==> src/rtl/cfg_spi_pkg.sv <==
// Package: shared widths, constants and the frame decoder state type.
// Assumes: one 8-bit configuration byte; the command tag is fixed by the protocol.
package cfg_spi_pkg;
    localparam int BYTE_W   = 8;
    localparam int CNT_W    = $clog2(BYTE_W);
    localparam int MODE_W   = 4;
    localparam int RSV_W    = BYTE_W - MODE_W - 1;
    localparam logic [5:0]  CMD_TAG   = 6'b010100;
    localparam int          CMD_RD_BIT = 6;
    localparam logic [BYTE_W-1:0] CFG_RESET = 8'hE1;

    typedef enum logic [2:0] {
        ST_IDLE  = 3'd0,
        ST_HUNT  = 3'd1,
        ST_CMD   = 3'd2,
        ST_WDATA = 3'd3,
        ST_RDATA = 3'd4,
        ST_DONE  = 3'd5
    } frame_st_t;
endpackage

==> src/rtl/spi_pin_sync.sv <==
// Module: spi_pin_sync
// Brings the strobe, serial clock and serial data into the clk domain
// through a STAGES-deep flop chain, and reports serial clock edges and a rising
// strobe as single-cycle pulses.
// Assumes: each SCK phase lasts at least STAGES+2 clk cycles, and SDI is stable
// around the rising SCK edge, so SDI sampled alongside the SCK edge is valid.
module spi_pin_sync #(
    parameter int STAGES = 2
) (
    input  logic clk,
    input  logic rst_n,
    input  logic cnv_n_i,
    input  logic sck_i,
    input  logic sdi_i,
    output logic cnv_hi,
    output logic cnv_rise,
    output logic sck_rise,
    output logic sck_fall,
    output logic sdi_bit
);
    // bit 2 = strobe, bit 1 = data, bit 0 = clock
    localparam logic [2:0] PIN_RST = 3'b110;

    logic [2:0] pipe_q [0:STAGES];

    // first stage captures the raw pins
    always_ff @(posedge clk) begin
        if (!rst_n) pipe_q[0] <= PIN_RST;
        else        pipe_q[0] <= {cnv_n_i, sdi_i, sck_i};
    end

    // remaining stages: synchronizer tail plus one edge-detect stage
    for (genvar g = 1; g <= STAGES; g++) begin : g_stage
        always_ff @(posedge clk) begin
            if (!rst_n) pipe_q[g] <= PIN_RST;
            else        pipe_q[g] <= pipe_q[g-1];
        end
    end

    // edge and level decode on the settled stages
    always_comb begin
        cnv_hi   = pipe_q[STAGES-1][2];
        cnv_rise = pipe_q[STAGES-1][2] & ~pipe_q[STAGES][2];
        sdi_bit  = pipe_q[STAGES-1][1];
        sck_rise = pipe_q[STAGES-1][0] & ~pipe_q[STAGES][0];
        sck_fall = ~pipe_q[STAGES-1][0] & pipe_q[STAGES][0];
    end
endmodule

==> src/rtl/cfg_frame_fsm.sv <==
// Module: cfg_frame_fsm
// Runs one frame: skips leading ones, collects the 8-bit command, checks
// its tag, then takes a write byte or shifts out the register snapshot.
// Raises a clear request when the strobe closes a frame whose read completed.
// Assumes: edge pulses come from spi_pin_sync; rise and fall never coincide.
module cfg_frame_fsm
    import cfg_spi_pkg::*;
(
    input  logic              clk,
    input  logic              rst_n,
    input  logic              cnv_hi,
    input  logic              cnv_rise,
    input  logic              sck_rise,
    input  logic              sck_fall,
    input  logic              sdi_bit,
    input  logic              chain_i,
    input  logic [BYTE_W-1:0] reg_val,
    output logic              wr_stb,
    output logic [BYTE_W-1:0] wr_data,
    output logic              rd_clr,
    output logic              frame_open,
    output logic              sdo_bit
);
    localparam logic [CNT_W-1:0] LAST = CNT_W'(BYTE_W - 1);

    frame_st_t         state_q;
    logic [CNT_W-1:0]  cnt_q;
    logic [BYTE_W-1:0] in_sr_q;
    logic [BYTE_W-1:0] out_sr_q;
    logic              sdo_q;
    logic              read_ok_q;
    logic              wr_stb_q;
    logic [BYTE_W-1:0] in_next;

    // next input shift value, MSB first
    always_comb in_next = {in_sr_q[BYTE_W-2:0], sdi_bit};

    // frame sequencing, bit counting and shifting
    always_ff @(posedge clk) begin
        if (!rst_n) begin
            state_q   <= ST_IDLE;
            cnt_q     <= '0;
            in_sr_q   <= '0;
            out_sr_q  <= '0;
            sdo_q     <= 1'b0;
            read_ok_q <= 1'b0;
            wr_stb_q  <= 1'b0;
        end else begin
            wr_stb_q <= 1'b0;
            if (cnv_hi) begin
                state_q   <= ST_IDLE;
                cnt_q     <= '0;
                sdo_q     <= 1'b0;
                read_ok_q <= 1'b0;
            end else begin
                unique case (state_q)
                    ST_IDLE: begin
                        state_q <= ST_HUNT;
                        sdo_q   <= 1'b0;
                    end
                    ST_HUNT: begin
                        if (sck_rise && !sdi_bit) begin
                            in_sr_q <= in_next;
                            cnt_q   <= CNT_W'(1);
                            state_q <= ST_CMD;
                        end
                    end
                    ST_CMD: begin
                        if (sck_rise) begin
                            in_sr_q <= in_next;
                            if (cnt_q == LAST) begin
                                cnt_q <= '0;
                                if (in_next[5:0] != CMD_TAG) begin
                                    state_q <= ST_DONE;
                                end else if (in_next[CMD_RD_BIT]) begin
                                    if (chain_i) begin
                                        state_q <= ST_DONE;
                                    end else begin
                                        out_sr_q <= reg_val;
                                        state_q  <= ST_RDATA;
                                    end
                                end else begin
                                    state_q <= ST_WDATA;
                                end
                            end else begin
                                cnt_q <= cnt_q + 1'b1;
                            end
                        end
                    end
                    ST_WDATA: begin
                        if (sck_rise) begin
                            in_sr_q <= in_next;
                            if (cnt_q == LAST) begin
                                wr_stb_q <= 1'b1;
                                state_q  <= ST_DONE;
                            end else begin
                                cnt_q <= cnt_q + 1'b1;
                            end
                        end
                    end
                    ST_RDATA: begin
                        if (sck_fall) begin
                            sdo_q    <= out_sr_q[BYTE_W-1];
                            out_sr_q <= {out_sr_q[BYTE_W-2:0], 1'b0};
                        end
                        if (sck_rise) begin
                            if (cnt_q == LAST) begin
                                read_ok_q <= 1'b1;
                                state_q   <= ST_DONE;
                            end else begin
                                cnt_q <= cnt_q + 1'b1;
                            end
                        end
                    end
                    ST_DONE: begin
                        if (sck_fall) sdo_q <= 1'b0;
                    end
                    default: state_q <= ST_IDLE;
                endcase
            end
        end
    end

    // outputs toward the register and the pad
    always_comb begin
        wr_stb     = wr_stb_q;
        wr_data    = in_sr_q;
        rd_clr     = cnv_rise & read_ok_q;
        frame_open = (state_q != ST_IDLE);
        sdo_bit    = sdo_q;
    end

    // a high strobe always returns the decoder to idle
    p_frame_reset_r11: assert property (@(posedge clk) disable iff (!rst_n)
        cnv_hi |=> (state_q == ST_IDLE));

    // a read command decoded in chain mode never starts a read
    p_chain_read_r10: assert property (@(posedge clk) disable iff (!rst_n)
        (state_q == ST_CMD && sck_rise && !cnv_hi && cnt_q == LAST && chain_i)
        |=> (state_q != ST_RDATA));

    // a write strobe only follows a full data byte in the write state
    p_write_full_r5: assert property (@(posedge clk) disable iff (!rst_n)
        wr_stb_q |-> ($past(state_q) == ST_WDATA && $past(cnt_q) == LAST));
endmodule

==> src/rtl/cfg_reg_bank.sv <==
// Module: cfg_reg_bank
// Holds the four mode enables and the sticky active-low overvoltage flag,
// and composes the readback byte with the reserved bits set.
// Assumes: ovr_i is synchronous to clk; wr_stb and rd_clr are one-cycle pulses.
module cfg_reg_bank
    import cfg_spi_pkg::*;
(
    input  logic              clk,
    input  logic              rst_n,
    input  logic              wr_stb,
    input  logic [BYTE_W-1:0] wr_data,
    input  logic              rd_clr,
    input  logic              ovr_i,
    output logic [BYTE_W-1:0] reg_val,
    output logic [MODE_W-1:0] mode
);
    logic [MODE_W-1:0] mode_q;
    logic              flag_n_q;

    // mode enables: only bits 4..1 of a write land
    always_ff @(posedge clk) begin
        if (!rst_n)      mode_q <= CFG_RESET[MODE_W:1];
        else if (wr_stb) mode_q <= wr_data[MODE_W:1];
    end

    // sticky flag: set dominates, clear only when the condition is gone
    always_ff @(posedge clk) begin
        if (!rst_n)                flag_n_q <= CFG_RESET[0];
        else if (ovr_i)            flag_n_q <= 1'b0;
        else if (rd_clr)           flag_n_q <= 1'b1;
    end

    // readback byte and parallel enables
    always_comb begin
        reg_val = {{RSV_W{1'b1}}, mode_q, flag_n_q};
        mode    = mode_q;
    end

    p_flag_set_r7: assert property (@(posedge clk) disable iff (!rst_n)
        ovr_i |=> !flag_n_q);

    p_flag_hold_r8: assert property (@(posedge clk) disable iff (!rst_n)
        (!flag_n_q && !rd_clr) |=> !flag_n_q);

    p_mode_hold_r4: assert property (@(posedge clk) disable iff (!rst_n)
        !wr_stb |=> $stable(mode_q));
endmodule

==> src/rtl/cfg_spi_port.sv <==
// Module: cfg_spi_port (top)
// Serial access port for one configuration byte: synchronizer, frame
// decoder and register bank, plus the serial output release rule.
// Assumes: SCK phases are at least four clk cycles long; pad tri-state is
// built outside from sdo_o and sdo_oe_o.
module cfg_spi_port
    import cfg_spi_pkg::*;
#(
    parameter int SYNC_STAGES = 2
) (
    input  logic clk,
    input  logic rst_n,
    input  logic cnv_n_i,
    input  logic sck_i,
    input  logic sdi_i,
    output logic sdo_o,
    output logic sdo_oe_o,
    input  logic ovr_i,
    input  logic chain_i,
    output logic six_status_o,
    output logic span_comp_o,
    output logic hiz_o,
    output logic turbo_o
);
    logic              cnv_hi, cnv_rise, sck_rise, sck_fall, sdi_bit;
    logic              wr_stb, rd_clr, frame_open, sdo_bit;
    logic [BYTE_W-1:0] wr_data, reg_val;
    logic [MODE_W-1:0] mode;

    spi_pin_sync #(.STAGES(SYNC_STAGES)) sync_i (
        .clk(clk), .rst_n(rst_n), .cnv_n_i(cnv_n_i), .sck_i(sck_i),
        .sdi_i(sdi_i), .cnv_hi(cnv_hi), .cnv_rise(cnv_rise),
        .sck_rise(sck_rise), .sck_fall(sck_fall), .sdi_bit(sdi_bit)
    );

    cfg_frame_fsm fsm_i (
        .clk(clk), .rst_n(rst_n), .cnv_hi(cnv_hi), .cnv_rise(cnv_rise),
        .sck_rise(sck_rise), .sck_fall(sck_fall), .sdi_bit(sdi_bit),
        .chain_i(chain_i), .reg_val(reg_val), .wr_stb(wr_stb),
        .wr_data(wr_data), .rd_clr(rd_clr), .frame_open(frame_open),
        .sdo_bit(sdo_bit)
    );

    cfg_reg_bank bank_i (
        .clk(clk), .rst_n(rst_n), .wr_stb(wr_stb), .wr_data(wr_data),
        .rd_clr(rd_clr), .ovr_i(ovr_i), .reg_val(reg_val), .mode(mode)
    );

    // pad release and mode fan-out
    always_comb begin
        sdo_oe_o     = frame_open | chain_i;
        sdo_o        = frame_open & sdo_bit;
        six_status_o = mode[3];
        span_comp_o  = mode[2];
        hiz_o        = mode[1];
        turbo_o      = mode[0];
    end

    // with the pad disabled, the data line never carries a 1
    p_quiet_pad_r9: assert property (@(posedge clk) disable iff (!rst_n)
        !sdo_oe_o |-> !sdo_o);
endmodule

==> config.mk <==
export PLATFORM = sky130hd
export DESIGN_NAME = cfg_spi_port
export DESIGN_NICKNAME = d
export VERILOG_FILES = /design/src/rtl/cfg_spi_pkg.sv /design/src/rtl/spi_pin_sync.sv /design/src/rtl/cfg_frame_fsm.sv /design/src/rtl/cfg_reg_bank.sv /design/src/rtl/cfg_spi_port.sv
export SDC_FILE = /design/constraint.sdc
export NUM_CORES = 1
export LEC_CHECK = 0
export ABC_CLOCK_PERIOD_IN_PS = 2400
export BUFFER_PORTS_ARGS = -buffer_cell sky130_fd_sc_hd__clkbuf_2
export CAP_MARGIN = 20
export CORE_MARGIN = 2
export CORE_UTILIZATION = 45
export DETAILED_ROUTE_END_ITERATION = 8
export HOLD_SLACK_MARGIN = 0.15
export PLACE_DENSITY_LB_ADDON = 0.25
export SKIP_CTS_REPAIR_TIMING = 1
export SYNTH_ARGS = -nofsm -noshare
export SYNTH_HDL_FRONTEND = slang
export SYNTH_HIERARCHICAL = 1
export SYNTH_SLANG_ARGS = --single-unit
==> constraint.sdc <==
create_clock -name clk -period 2.4 [get_ports clk]
set_input_delay 0.48 -clock clk [delete_from_list [all_inputs] [get_ports clk]]
set_output_delay 0.48 -clock clk [all_outputs]
set_load 0.02 [all_outputs]
# Yosys cells after proc, flatten, opt, wreduce, memory -nomap -nowiden
# Memory sizes are Yosys's and may differ from the RTL's.
# Cells that the tools add are included.
# totals
reg_bits	28
ram_bits	9
word_cells	102
n_memories	1
out_inout_bits	6
inputBits	7
# classes
bitwise	17
add_sub_neg	1
n_reduce_logical	19
muxes	36
eq_ne	19
# mem_list
name	words	width	rd	rd_ports_with_merged_regs	wr	line	text
sync_i.pipe_q	3	3	3	0	3	spi_pin_sync.sv:24	logic [2:0] pipe_q [0:STAGES];
# ops
operator	n
$mux W8	6
$mux W3	15
$ne A2 B1 Y1 const B	9
$pmux W8 S2	1
$pmux W3 S5	1
$mux W6	2
$pmux W6 S2	1
$eq A3 B3 Y1 const B	3
$pmux W3 S3	1
$reduce_bool A3 Y1	3
$mux W1	8
$not A1 Y1	8
$reduce_and A8 Y1	1
$eq A3 B2 Y1 const B	2
$ne A2 B2 Y1 const B	3
$ne A6 B5 Y1 const B	1
$reduce_and A3 Y1	2
$reduce_and A6 Y1	1
$reduce_bool A2 Y1	3
$reduce_or A2 Y1	3
$and A1 B1 Y1	5
$reduce_and A5 Y1	1
$or A1 B1 Y1	4
$reduce_and A4 Y1	1
other kinds (7)	7

# Depth between registers and ports, before layout
# depth
ltp_word	6
mapped_depth	6
depth_no_buf	6

# Modules after synthesis
# The synthesis kept the hierarchy.
# modules_own_cells
mod	instances	cells_each	area_each_um2
cfg_frame_fsm	1	142	1296.2
cfg_reg_bank	1	25	249.0
spi_pin_sync	1	19	229.0
cfg_spi_port	1	2	12.5

# Least setup slack after synthesis
# No wires, ideal clock.
# synth_path
path_kind	register -> register
start	register fsm_i.cnt_q[0]
end	register fsm_i.out_sr_q[0]
arrival_ns	1.792
setup_time_ns	0.067
required_ns	2.333
period_less_slack_ns	1.859
n_path_buf	0
path_slack_ns	0.541
stages_incl_launch_ff	7
path_cell_list	dfxtp_1 ha_1 ha_1 nand2_1 or4_4 or4_4 o21ai_2
# synth_between
elab_chain_len	3
# synth_lines
item	line	text
start, declared	cfg_frame_fsm.sv:27	logic [CNT_W-1:0] cnt_q;
start signal, assigned	cfg_frame_fsm.sv:86	cnt_q <= cnt_q + 1'b1;
start signal, assigned	cfg_frame_fsm.sv:97	cnt_q <= cnt_q + 1'b1;
start signal, assigned	cfg_frame_fsm.sv:111	cnt_q <= cnt_q + 1'b1;
$eq A3 B3 Y1	cfg_frame_fsm.sv:71	if (cnt_q == LAST) begin
$ne A2 B1 Y1 (no line)	n/a	
$reduce_and A8 Y1 (no line)	n/a	
end signal, assigned	cfg_frame_fsm.sv:79	out_sr_q <= reg_val;
end signal, assigned	cfg_frame_fsm.sv:104	out_sr_q <= {out_sr_q[BYTE_W-2:0], 1'b0};
end, declared	cfg_frame_fsm.sv:29	logic [BYTE_W-1:0] out_sr_q;
# Every way passes these cells.
# A chain may end at the register's enable or synchronous reset.

# Worst setup path in the final report
# layout_path
start	register fsm_i.cnt_q[0]
end	register fsm_i.out_sr_q[3]
# Same word-level chain as after synthesis.

==> run_results.csv <==
group,metric,value,unit
setup_path,path_cells,"ha_1 -> ha_1 -> nand2_1 -> or4_4 -> o21ai_4 -> mux2i_1",
cts,clock_path_buffers,2,
run,drv.max_cap_violation_count,0,
sta,final_max_slew_viol_count,0,
route,route.antenna.remaining_nets,0,
pwr,max-vdd-ir-drop,450,uV
status,run_status,"complete, no violations",
cells_and_area,drive_gt1_share,17.5,%
setup_path,arrival,2.28,ns
global_routing,grt_overflow_total,0,
setup_path,worstSetupPathType,"flop to flop",
synth,yosys_warnings,6,
cts,worst_skew_pair.late_latency,0.29,ns
route,number_of_drc_violations_after_detailed_routing,0,
cells_and_area,antenna_cells,0,
route,wl,2960,um
route,drt_iter0_markers,41,
cells_and_area,n_fill_cell,327,
cts,cts_tree,"built",
setup_path,worst_path_max_delay_cell,"sky130_fd_sc_hd__or4_4",
synth,post_synth_inst_count,182,
sta,final.setup_skew,0.00613,ns
sta,finalHoldViolCount,0,
setup_path,slowest_cell_delay_on_critical_path,0.47,ns
setup_path,crit_path_frequent_cell,"sky130_fd_sc_hd__ha_1",
sta,fmax,484,MHz
cts,cts_inserted_buffers,5,
worst_hold_path,hold_path.class,"primary input to flop",
global_routing,grt_pass1_vias,1202,
route,detail_route.first_pass.iterations,4,
floorplanning,die_y,65.7,um
sta,setup_tns,0,ns
global_routing,first_pass_grt_wire_length,5240,um
cells_and_area,syn2layout_area_growth,7.01,%
setup_path,cp-end-kind,"flop",
global_routing,grt_start_max_net_pins,32,
cts,htree_levels,2,
sta,finalSetupViolations,0,
setup_path,path_max_fanout,8,
floorplanning,core,0.00366,sq mm
cells_and_area,utilization,50.1,%
sta,setup_repair_after_global_routing_missed_its_margin,"no",
setup_path,worstPathRequired,2.61,ns
global_routing,grt_use_total,16.1,%
floorplanning,ios,13,
pwr,power_density,570,mW/mm^2
sta,timing.final.crit_share,86.1,%
sta,finalCriticalPeriod,2.07,ns
global_routing,grt_antenna_before_repair,0,
synth,post_synth.cell_area_avg,9.42,sq um
floorplanning,initial_utilization,46.8,%
cts,cts.clk_slew.worst_paths,0.07,ns
cells_and_area,nets,198,
synth,synth_area,0.00171,sq mm
route,routed_wire_length_per_instance,12.5,um
place,portBuffers,12,
sta,fin_worst_setup_slack,0.334,ns
floorplanning,fp.dieArea,0.00432,sq mm
pwr,power.leakage,0.709,nW
setup_path,setup.worst_path.start_class,"flop",
place,pre_cts_ws,0.376,ns
cts,clock_sink_count,36,
floorplanning,num_rows,22,
pwr,totalPowerFinal,0.00105,W
place,detailed_placer_s_ending_hpwl,2160,um
cts,clock_tree.root_cell,"sky130_fd_sc_hd__clkbuf_8",
place,place.gp.congestion,0.950,
floorplanning,die_w,65.7,um
route,post_drt_via_cell_ratio,5.10,
route,detailroute.via_count,1209,
where the power goes:
| group | total, W | internal (W) | switching (W) |
|---|---|---|---|
| Combinational | 0.0000374 | 0.0000180 | 0.0000194 |
| Clock | 0.000399 | 0.000197 | 0.000202 |
| Sequential | 0.000609 | 0.000605 | 0.00000496 |
cell usage in the layout (no fill, tap or decap), drive strengths merged, types with 2 or more instances in the layout:
cell     n
nor3     2
a31oi    3
o21ai    6
nor3b    3
a21oi    6
nor2b   18
inv      2
clkbuf  18
dfxtp   36
nand2   23
nand2b   9
nor2     6
o211ai   2
mux2     7
mux2i   19
ha       2
and2     6
a21o     2
or4      2
buf      2
conb     3
cell type report:
type | count | area (sq um) | share of cell area [%]
flip-flops and latches | 36 | 721 | 39.3
clock inverters | 1 | 5.00 | 0.273
repair buffers | 14 | 75.1 | 4.09
well taps | 48 | 60.1 | 3.27
inverters | 2 | 7.51 | 0.409
clock buffers | 6 | 72.6 | 3.96
multi-input cells | 130 | 893 | 48.7
worst max-delay path, delay by kind of cell (launching register included):
kind | cells | cell delay (ns)
AO/OA/AOI/OAI | 1 | 0.33
flip-flops | 1 | 0.38
adder cells (fa/ha/maj) | 2 | 0.41
multiplexers | 1 | 0.25
AND/OR/NAND/NOR | 2 | 0.63
per-stage QoR:
step                instance area, sq um  instances  hold slack (ns)
floorplan                           1720        184            0.386
global route                        1830        237            0.362
CTS                                 1830        237            0.366
global placement                    1760        230            0.398
detailed placement                  1760        230            0.396
finish                              1830        237            0.374
path summary, 6_finish.rpt:
| kind | slack [ns] | endpoint | from | cells past startpoint |
|---|---|---|---|---|
| max | 0.33 | fsm_i/out_sr_q[3]$_SDFFE_PN0P_ | fsm_i/cnt_q[0]$_SDFFE_PP0P_ | 6 |
| min | 0.37 | sync_i/pipe_q[0][1]$_SDFF_PN1_ | sdi_i | 2 |
| max reg2reg | 0.33 | fsm_i/out_sr_q[3]$_SDFFE_PN0P_ | fsm_i/cnt_q[0]$_SDFFE_PP0P_ | 6 |
| min reg2reg | 0.42 | sync_i/pipe_q[1][2]$_SDFF_PN1_ | sync_i/pipe_q[0][2]$_SDFF_PN1_ | 1 |
routing by layer:
metal  track usage (%)  vias up  wire length, um
li1                  -      618                -
met1              19.5      548             1350
met2              25.1       36             1400
met3              6.16        7              155
met4              7.29        0               57
met5                 0        -                0
sequential cells by signal, summed over array words and instances (netlist names):
name	flops
fsm_i/wr_stb	1
bank_i/flag_n_q	1
bank_i/mode	4
fsm_i/wr_data	6
fsm_i/state_q	3
fsm_i/read_ok_q	1
fsm_i/cnt_q	3
fsm_i/sdo_bit	1
fsm_i/out_sr_q	8
sync_i/pipe_q	8
Power figures use the tool's default switching activity.
